--- config.mk ---
export PLATFORM = sky130hd
export DESIGN_NAME = msi_req_arb
export DESIGN_NICKNAME = d
export VERILOG_FILES = /design/src/rtl/msi_req_arb.sv
export SDC_FILE = /design/constraint.sdc
export NUM_CORES = 1
export LEC_CHECK = 0
export BUFFER_PORTS_ARGS = -buffer_cell sky130_fd_sc_hd__buf_2
export CAP_MARGIN = 40
export CORE_UTILIZATION = 45
export DETAILED_ROUTE_END_ITERATION = 6
export PLACE_DENSITY = 0.75
export SLEW_MARGIN = 20
export SYNTH_ARGS = -nofsm -noshare
export SYNTH_HDL_FRONTEND = slang
export SYNTH_SLANG_ARGS = --single-unit
--- constraint.sdc ---
create_clock -name clk -period 3.5 [get_ports clk]
set_input_delay 0.175 -clock clk [delete_from_list [all_inputs] [get_ports clk]]
set_output_delay 0.175 -clock clk [all_outputs]
set_load 0.1 [all_outputs]
--- src/rtl/msi_req_arb.sv ---
module msi_req_arb #(
  parameter int NUM_APP   = 30,
  parameter bit SHARE_SYS = 1'b0,
  parameter int MAX_VEC   = 32,
  parameter int TCW       = 3,
  localparam int VW = $clog2(MAX_VEC),
  localparam int LW = $clog2(VW + 1)
) (
  input  logic                   clk,
  input  logic                   rst_n,
  input  logic                   msi_en,
  input  logic                   intx_disable,
  input  logic [LW-1:0]          alloc_log2,
  input  logic [MAX_VEC-1:0]     vec_en,
  input  logic [MAX_VEC*TCW-1:0] vec_tc,
  input  logic                   sys_err_evt,
  input  logic                   hotplug_pm_evt,
  input  logic [NUM_APP-1:0]     app_evt,
  input  logic                   msi_ack,
  output logic                   msi_req,
  output logic [VW-1:0]          msi_num,
  output logic [TCW-1:0]         msi_tc
);

  localparam int RSV = SHARE_SYS ? 1 : 2;

  typedef enum logic [1:0] {S_IDLE, S_REQ, S_DONE} st_t;
  st_t st;

  logic [MAX_VEC-1:0] pend, set_m, clr_m, cand;
  logic [VW-1:0]      sys_vec, hp_vec, app_top, pick;
  logic               gate, any;
  int                 n_alloc;

  always_comb begin
    n_alloc = 1 << ((int'(alloc_log2) > VW) ? VW : int'(alloc_log2));
    sys_vec = VW'(n_alloc - 1);
    hp_vec  = (n_alloc > 1 && !SHARE_SYS) ? VW'(n_alloc - 2) : sys_vec;
    app_top = (n_alloc > RSV) ? VW'(n_alloc - RSV - 1) : '0;
  end

  always_comb begin
    set_m = '0;
    for (int i = 0; i < NUM_APP; i++)
      if (app_evt[i]) begin
        if (i > int'(app_top)) set_m[app_top] = 1'b1;
        else                   set_m[VW'(i)]  = 1'b1;
      end
    if (sys_err_evt)    set_m[sys_vec] = 1'b1;
    if (hotplug_pm_evt) set_m[hp_vec]  = 1'b1;
  end

  assign cand  = pend & vec_en;
  assign any   = |cand;
  assign gate  = msi_en & intx_disable;
  assign clr_m = (st == S_REQ && msi_ack) ? (MAX_VEC'(1) << msi_num) : '0;

  always_comb begin
    pick = '0;
    for (int v = 0; v < MAX_VEC; v++)
      if (cand[v]) pick = VW'(v);
  end

  wire sys_role = (pick == sys_vec) || (pick == hp_vec);
  wire [TCW-1:0] tc_pick = sys_role ? '0 : vec_tc[int'(pick)*TCW +: TCW];

  always_ff @(posedge clk or negedge rst_n) begin
    if (!rst_n) begin
      st      <= S_IDLE;
      msi_req <= 1'b0;
      msi_num <= '0;
      msi_tc  <= '0;
      pend    <= '0;
    end else begin
      pend <= (pend & ~clr_m) | set_m;
      case (st)
        S_IDLE:
          if (gate && any) begin
            msi_req <= 1'b1;
            msi_num <= pick;
            msi_tc  <= tc_pick;
            st      <= S_REQ;
          end
        S_REQ:
          if (msi_ack) begin
            msi_req <= 1'b0;
            st      <= S_DONE;
          end else if (!gate) begin
            msi_req <= 1'b0;
            st      <= S_IDLE;
          end
        S_DONE:
          if (!msi_ack) st <= S_IDLE;
        default: st <= S_IDLE;
      endcase
    end
  end

endmodule


==> results of run 1 <==
## power breakdown
group,total [W],switching (W),internal [W]
Clock,0.000352,0.000172,0.000180
Sequential,0.000660,0.0000849,0.000575
Combinational,0.00142,0.000957,0.000461
## flip-flops by register name (all words and copies together) (netlist names)
signal,cells
msi_num,5
msi_req,1
msi_tc,3
pend,32
st,2
## metal layers
layer / up-vias / wire length [um] / track usage, %
met4: 0 / 442 / 11.8
li1: 2666 / - / -
met3: 32 / 1290 / 3.35
met5: - / 0 / 0
met2: 292 / 8330 / 55.4
met1: 2709 / 7420 / 45.8
## stage by stage
step	total power, W	setup slack (ns)	utilization (%)	hold WS (ns)	cell area (um^2)
CTS	0.00241	0.348	58.9	0.0959	5730
finish	0.00243	0.325	59.0	0.105	5740
detailed placement	0.00206	0.0331	57.8	0.184	5620
floorplan	0.00163	0.200	-	-0.121	4510
global route	0.00257	0.0725	59.0	0.141	5740
global placement	0.00203	0.196	57.5	0.379	5600
## final cells by class
cell class / instances / area, um^2 / share of cell area (%)
clock buffer: 8 / 100 / 1.74
sequential: 43 / 1080 / 18.7
tap: 133 / 166 / 2.90
timing repair buffer: 200 / 1080 / 18.9
multi-input combinational: 524 / 3280 / 57.2
inverter: 9 / 33.8 / 0.588
## worst paths after layout
kind | slack (ns) | to | startpoint
max in group asynchronous | 2.60 | msi_tc[1] | rst_n
min in group asynchronous | 0.39 | pend[22] | rst_n
worst max-delay path | 0.32 | pend[5] | alloc_log2[1]
worst min register to register | 0.49 | msi_req | msi_req
worst min-delay path | 0.11 | pend[0] | app_evt[0]
worst max register to register | 0.42 | msi_tc[1] | pend[31]
## kinds of logic (layout without fill, tap and decap cells)
kind of cell,after synthesis,count (layout),synth area share (%)
buf+inv,35,217,3.72
fa+ha+maj,8,8,2.22
simple gates,249,249,27.0
compound gates,235,235,35.9
xor+xnor,8,8,1.72
mux,24,24,5.50
flops,43,43,23.9
## worst reg2reg max path, cell delays in order, from the launching register on
cell	delay [ns]
dfrtp_1	0.42
a22oi_1	0.37
nand4_1	0.39
nand2b_1	0.42
nor4_1	0.48
nor4_2	0.09
clkbuf_4	0.20
buf_4	0.17
and3_1	0.19
a31o_2	0.23
## placed cells by master, fill, tap and decap left out, types with 13 or more instances in the layout
| cell type | instances |
|---|---|
| o21ai_0 | 64 |
| dfrtp_1 | 43 |
| nor2_1 | 35 |
| a211oi_1 | 17 |
| buf_2 | 176 |
| nand3_1 | 37 |
| mux2i_1 | 18 |
| nand2_1 | 93 |
| a22oi_1 | 18 |
| nor2b_1 | 19 |
| buf_4 | 21 |
| a21oi_1 | 29 |
| o211ai_1 | 13 |
==> results_dict.tcl, run 1 <==
set metrics [dict create \
    slew_viol_final 0 \
    cts_tree "done" \
    worst_r2r_path_depth 9 \
    syn_inst 602 \
    ys_warn_count 0 \
    slowest_delay_ns 0.57 \
    grt_pass1_vias 5297 \
    dp_hpwl_mm 14.3 \
    start_util_pct 46.3 \
    cp_num_cells 12 \
    worstPathBufferInverterCount 2 \
    drive_above_1_share_pct 30.1 \
    yosysSeqAreaShare_pct 23.9 \
    maxCapViolCount 0 \
    cp.arrival_ns 3.37 \
    final_cells 917 \
    rsz0062_at_grt "false" \
    endpoint_kind "flip-flop" \
    row_count 36 \
    clkSinkCount 43 \
    finClkSkew_ns 0.00257 \
    syn_area_per_cell_um2 7.48 \
    insertion_delay_ns 0.30 \
    holdBufCountCts 1 \
    layout_min_cycle_time_ns 3.18 \
    slowest_stage "or4_1" \
    drt-wirelength-per-cell_um 19.1 \
    synthTopCellsByArea "dfrtp_1 (24%), nand2_1 (7.7%), o21ai_0 (7.1%), nand3_1 (4.1%), mux2i_1 (4.0%)" \
    crit_family "simple AND/OR/NAND/NOR gates" \
    period_share_pct 90.7 \
    die-area_um2 10400 \
    hold_class "primary input to flip-flop" \
    ys_async_sr_fraction_pct 100 \
    cp.required_ns 3.69 \
    dp_cells 907 \
    grt_pass1_wl_mm 26.9 \
    nets 959 \
    synth.top_cell.area_share_pct 23.9 \
    fp.dieW_um 102 \
    antenna_found_initial 0 \
    h-tree-depth 2 \
    nFillCells 950 \
    gp_routability_congestion 0.974 \
    syn_to_final_growth_pct 27.4 \
    cts_root_buf "clkbuf_8" \
    relSlewSlack_pct 55.2 \
    path_class "primary input to flip-flop" \
    dr.pass1.iters 6 \
    overflow 0 \
    status "complete, no violations" \
    design.core.area_um2 9730 \
    io-pin-count 177 \
    vias 5699 \
    route.detailed.drc 0 \
    path_common_cell "a221o_1" \
    cts_resized 0 \
    grt_usage_pct 33.6 \
    p_leak_nw 2.48 \
    synth_cell_types 71 \
    insertedDiodeCount 0 \
    grt_max_degree 39 \
    drtIter0Drc 539 \
    wirelength_mm 17.5 \
    min_path_cells 3 \
    numCtsBuffers 5 \
    ys_ff_latch 43 \
    avgViaCountPerCell 6.21 \
    synth.most_common_cell "nand2_1" \
    ir_worst_vdd_mv 0.432 \
    setup_viol 0 \
    hold_viol_final 0 \
    syn_nets 778 \
    synthesis.area_um2 4510 \
    crit_fanout 8 \
    clk_pin_slew_worst_paths_ns 0.08 \
    cts_setup_buffers 0 \
    drtAntennaViolNets 0 \
    p_per_area_nw_per_um2 423 \
    path_cells "buf_2, nor3b_1, inv_1, ha_1, nand3b_1, mux2i_1, o21ai_2, or2_2, nand3_2, a221o_1, or4_1, a221o_1" \
    synthTopCellsByCount "nand2_1 (93), o21ai_0 (64), dfrtp_1 (43)" \
    tns_ns 0 \
    clk_path_buf_depth 2 \
    cp-start-kind "primary input" \
    port-buffer-count 176 \
    max_freq_ghz 0.315 \
    synth_top_cell_by_area "dfrtp_1" \
    synth_ff_type "dfrtp_1" \
    synth-edff-count 0 \
    die_h_um 102 \
    worstMarginPinSlew_ns 0.669 \
]
Note: power is estimated with default switching activity, not from simulation.
==> run 2, diff against run 1 <==
Settings changed: BUFFER_PORTS_ARGS -buffer_cell sky130_fd_sc_hd__buf_2 to unset, DONT_BUFFER_PORTS set to 1, PLACE_DENSITY 0.75 to unset.
==> run 2 against run 1 <==
  * Sequential share of layout area increased by 2.7 points
  * Sequential cell count did not move
  * First-iteration DRC count shrank 17%
  * Setup slack improved by 0.12 ns
  * Largest power group unchanged
  * Total power down 1.5%
  * Final cell count fell by 18%
==> results_dict.tcl, run 2 (same netlist as run 1, synthesis figures left out) <==
set metrics [dict create \
    drive_above_1_share_pct 10.8 \
    drtIter0Drc 449 \
    placed_area_um2 4870 \
    hold_viol_final 0 \
    cp-start-kind "primary input" \
    grt_max_degree 48 \
    largest_register_ffs 32 \
    nFillCells 1001 \
    ir_worst_vdd_mv 0.351 \
    layout_min_cycle_time_ns 3.06 \
    path_class "primary input to flip-flop" \
    switchingPower_w 0.00118 \
    row_count 36 \
    grt_pass1_wl_mm 24.6 \
    power_frac_clock_pct 13.4 \
    seqPwrFrac_pct 28.7 \
    cp.arrival_ns 3.24 \
    rr_startpoint "pend[21]" \
    cts_resized 0 \
    slowest_delay_ns 0.58 \
    port-buffer-count 0 \
    finalPower_w 0.00239 \
    layout_common_cells "nand2_1 (93), o21ai_0 (64), dfrtp_1 (43)" \
    antenna_found_initial 0 \
    intPower_w 0.00121 \
    slowest_stage "or4_1" \
    endpoint_kind "flip-flop" \
    route.detailed.drc 0 \
    clk_pin_slew_worst_paths_ns 0.08 \
    path_common_cell "a221o_1" \
    status "complete, no violations" \
    dp_hpwl_mm 13.3 \
    top_regs "pend (32), msi_num (5), msi_tc (3)" \
    grt_pass1_vias 4662 \
    wirelength_mm 16.4 \
    period_share_pct 87.4 \
    setup_viol 0 \
    path_cells "nor3b_1, inv_1, ha_1, xnor2_2, a21boi_4, nand2_1, o21ai_1, a21boi_0, a221o_1, or4_1, a221o_1" \
    nets 796 \
    clk_path_buf_depth 2 \
    drtAntennaViolNets 0 \
    syn_to_final_growth_pct 11.5 \
    maxCapViolCount 0 \
    rsz0062_at_grt "false" \
    clkSinkCount 43 \
    h-tree-depth 2 \
    insertion_delay_ns 0.30 \
    p_sw_share_pct 49.3 \
    slew_viol_final 0 \
    io-pin-count 177 \
    layout_commonest_cell "nand2_1" \
    numCtsBuffers 5 \
    finClkSkew_ns 0.00770 \
    cts_root_buf "clkbuf_8" \
    vias 5043 \
    fp.dieW_um 102 \
    die-area_um2 10400 \
    hold_class "primary input to flip-flop" \
    pwr-share-comb_pct 58.0 \
    relSlewSlack_pct 40.5 \
    crit_path_start "alloc_log2[0]" \
    top_register "pend" \
    min_from "app_evt[11]" \
    final_core_util_pct 51.6 \
    crit_fanout 13 \
    p_leak_nw 1.86 \
    worstMarginPinSlew_ns 0.893 \
    cp.required_ns 3.69 \
    design.core.area_um2 9730 \
    max_freq_ghz 0.327 \
    drt-wirelength-per-cell_um 21.7 \
    avgViaCountPerCell 6.69 \
    p_per_area_nw_per_um2 476 \
    grt_usage_pct 31.1 \
    worst_slack_ns 0.441 \
    overflow 0 \
    tns_ns 0 \
    final_area_um2 5020 \
    pre_cts_slack_ns 0.174 \
    gp_routability_congestion 1.03 \
    dr.pass1.iters 5 \
    insertedDiodeCount 0 \
    die_h_um 102 \
    cts_tree "done" \
    start_util_pct 46.3 \
]
[run 2: cell count changes in the layout (fill, tap and decap cells not counted), sizes merged]
cell         delta
clkinvlp        +2
clkbuf          -3
clkinv          +1
buf           -165
dlygate4sd3     +2
[run 2: layer usage]
| layer | vias up | track usage, % | routed length (um) | part of all wire (%) |
|---|---|---|---|---|
| li1 | 2342 | - | - | - |
| met1 | 2407 | 41.2 | 6760 | 41 |
| met2 | 265 | 50.2 | 7620 | 47 |
| met3 | 29 | 6.63 | 1580 | 9.6 |
| met4 | 0 | 10.8 | 421 | 2.6 |
| met5 | - | 0 | 0 | 0 |
[run 2: worst max-delay path, delay by kind of cell]
family | cells | cell delay, ns
fa+ha+maj | 1 | 0.41
simple gates | 3 | 1.03
buf+inv | 1 | 0.15
xor+xnor | 1 | 0.27
compound gates | 5 | 1.21
[run 2: repair_timing]
action / CTS / global route
endpoints found under the hold margin: 46 / 0
hold buffers: 4 / 0
buffers inserted: 0 / 0
[run 2: worst paths after layout]
check	cells after the start	to	slack (ns)
setup / recovery	11	pend[5]	0.44
hold / removal	2	pend[11]	0.03
setup reg to reg	9	msi_tc[0]	0.50
hold reg to reg	1	pend[22]	0.53
max in group asynchronous	2	msi_tc[2]	2.92
min in group asynchronous	2	pend[20]	0.38
[run 2: through the flow]
stage / hold slack (ns) / cells
2_1_floorplan: -0.121 / 602
3_3_place_gp: -0.120 / 732
3_5_place_dp: -0.120 / 741
4_1_cts: 0.0154 / 753
5_1_grt: 0.0270 / 754
6_report: 0.0250 / 754
[run 2: power by group through the flow]
stage | clock (W) | sequential (W) | combinational (W)
after floorplan | 0 | 0.000908 | 0.000723
after global placement | 0 | 0.000809 | 0.00111
after detailed placement | 0 | 0.000694 | 0.00136
after CTS | 0.000325 | 0.000683 | 0.00138
after global routing | 0.000344 | 0.000693 | 0.00150
final | 0.000320 | 0.000686 | 0.00139
[run 2: cell type report]
class	count	area [um^2]	area share, %
clock buffers	5	68.8	1.37
clock inverters	3	20.0	0.399
inverters	9	33.8	0.672
multi-input cells	524	3280	65.3
flip-flops and latches	43	1080	21.4
well taps	133	166	3.31
repair buffers	37	377	7.50
==> run 3, diff against run 2 <==
Settings changed: PLACE_DENSITY_LB_ADDON set to 0.08.
==> run 3 against run 2 <==
  * Non-clock buffer count shrank 3
  * Largest cell class unchanged
  * Via count shrank 0.56%
  * Sequential cell count is the same
  * Total power grew 2.5%
  * Cell area grew 0.67%
  * Wire length grew 2.3%
  * Combinational power grew 7%
  * Highest routed layer unchanged
  * Critical path type unchanged
==> results_dict.tcl, run 3 (same netlist as run 1, synthesis figures left out) <==
set metrics [dict create \
    status "complete, no violations" \
    setup_viol 0 \
    maxCapViolCount 0 \
    nFillCells 1008 \
    tns_ns 0 \
    layout_min_cycle_time_ns 3.17 \
    seq_area_um2 1080 \
    hold_viol_final 0 \
    clkSinkCount 43 \
    syn_to_final_growth_pct 12.2 \
    wirelength_mm 16.8 \
    row_count 36 \
    placed_area_um2 4900 \
    busiest_layer "met2" \
    clk_path_buf_depth 2 \
    io-pin-count 177 \
    die-area_um2 10400 \
    largest_register_ffs 32 \
    final_cells 749 \
    hold_class "primary input to flip-flop" \
    min_path_cells 1 \
    final_core_util_pct 52.0 \
    clk_pin_slew_worst_paths_ns 0.08 \
    antenna_found_initial 0 \
    switchingPower_w 0.00119 \
    gp_routability_congestion 0.978 \
    max_freq_ghz 0.316 \
    relSlewSlack_pct 43.9 \
    path_cells "nor3b_1, inv_1, ha_1, nand3b_1, mux2i_1, o21ai_2, or2_2, nand3_2, a221o_1, or4_1, a221o_1" \
    cts_tree "done" \
    path_class "primary input to flip-flop" \
    cts_root_buf "clkbuf_8" \
    insertedDiodeCount 0 \
    ir_worst_vdd_mv 0.365 \
    grt_max_degree 49 \
    insertion_delay_ns 0.29 \
    drtIter0Drc 375 \
    cp.required_ns 3.68 \
    dr.pass1.iters 5 \
    multi_input_area_um2 3280 \
    period_share_pct 90.5 \
    grt_pass1_wl_mm 25.1 \
    numCtsBuffers 5 \
    worst_r2r_path_depth 7 \
    dp_hpwl_mm 13.5 \
    drt-wirelength-per-cell_um 22.4 \
    slowest_delay_ns 0.61 \
    start_util_pct 46.3 \
    p_sw_share_pct 48.4 \
    avgViaCountPerCell 6.70 \
    gr-usage-met1_pct 42.7 \
    grt_usage_pct 32.0 \
    p_per_area_nw_per_um2 485 \
    final_area_um2 5060 \
    route.detailed.drc 0 \
    top_register "pend" \
    port-buffer-count 0 \
    design.core.area_um2 9730 \
    cp_num_cells 11 \
    intPower_w 0.00127 \
    top_regs "pend (32), msi_num (5), msi_tc (3)" \
    rsz0062_at_grt "false" \
    fp.dieW_um 102 \
    cp.arrival_ns 3.34 \
    endpoint_kind "flip-flop" \
    layout_commonest_cell "nand2_1" \
    grtUsageMet3_pct 7.05 \
    cp-start-kind "primary input" \
    finClkSkew_ns 0.00608 \
    cts_resized 0 \
    seqPwrFrac_pct 27.4 \
    layout_common_cells "nand2_1 (93), o21ai_0 (64), dfrtp_1 (43)" \
    slew_viol_final 0 \
    worstPathBufferInverterCount 1 \
    crit_fanout 13 \
    use_met2_pct 50.8 \
    overflow 0 \
    nets 793 \
    grt_pass1_vias 4582 \
    finalPower_w 0.00245 \
    drtAntennaViolNets 0 \
    power_frac_clock_pct 12.0 \
    h-tree-depth 2 \
    path_common_cell "a221o_1" \
    pwr-share-comb_pct 60.6 \
    drive_above_1_share_pct 9.74 \
    dp_cells 737 \
    vias 5015 \
    die_h_um 102 \
    p_leak_nw 1.87 \
    slowest_stage "or4_1" \
    crit_family "simple AND/OR/NAND/NOR gates" \
    worstMarginPinSlew_ns 0.834 \
]
## run 3: what timing repair did
action	4_1_cts	5_1_grt
buffers inserted	0	0
hold endpoints to repair	44	1
hold buffers	3	1
## run 3: per-stage QoR
step                      setup WS [ns]  hold slack (ns)
after floorplan                   0.200           -0.121
after global placement            0.195           -0.120
after detailed placement         0.0832           -0.120
after CTS                         0.385          0.00201
after global routing              0.171          0.00155
final                             0.331           0.0142
## run 3: final timing paths
kind	to	startpoint	slack (ns)
max in group asynchronous	pend[28]	rst_n	2.89
setup / recovery	pend[5]	alloc_log2[0]	0.33
hold / removal	pend[7]	alloc_log2[2]	0.01
min in group asynchronous	pend[19]	rst_n	0.41
hold reg to reg	pend[20]	pend[20]	0.53
setup reg to reg	msi_tc[1]	pend[31]	0.51
## run 3: cell type report
class / count / share of cell area [%]
clock buffer: 6 / 1.43
multi-input combinational: 524 / 64.9
timing repair buffer: 34 / 8.44
sequential: 43 / 21.3
inverter: 9 / 0.668
tap: 133 / 3.29
## run 3: routing by layer
metal	wire length [um]	up-vias
li1	-	2336
met1	7140	2396
met2	7760	247
met5	0	-
met3	1430	36
met4	427	0
## run 3: worst reg2reg max path, delay by kind of cell, from the launching register on
| kind | cells | cell delay (ns) |
|---|---|---|
| flops | 1 | 0.42 |
| simple gates | 5 | 1.83 |
| compound gates | 2 | 0.63 |
## run 3: power groups by stage
stage	Combinational, W	Sequential, W	Clock, W
after floorplan	0.000723	0.000908	0
after global placement	0.00103	0.000879	0
after detailed placement	0.00142	0.000702	0
after CTS	0.00144	0.000691	0.000296
after global routing	0.00160	0.000681	0.000321
final	0.00149	0.000673	0.000295
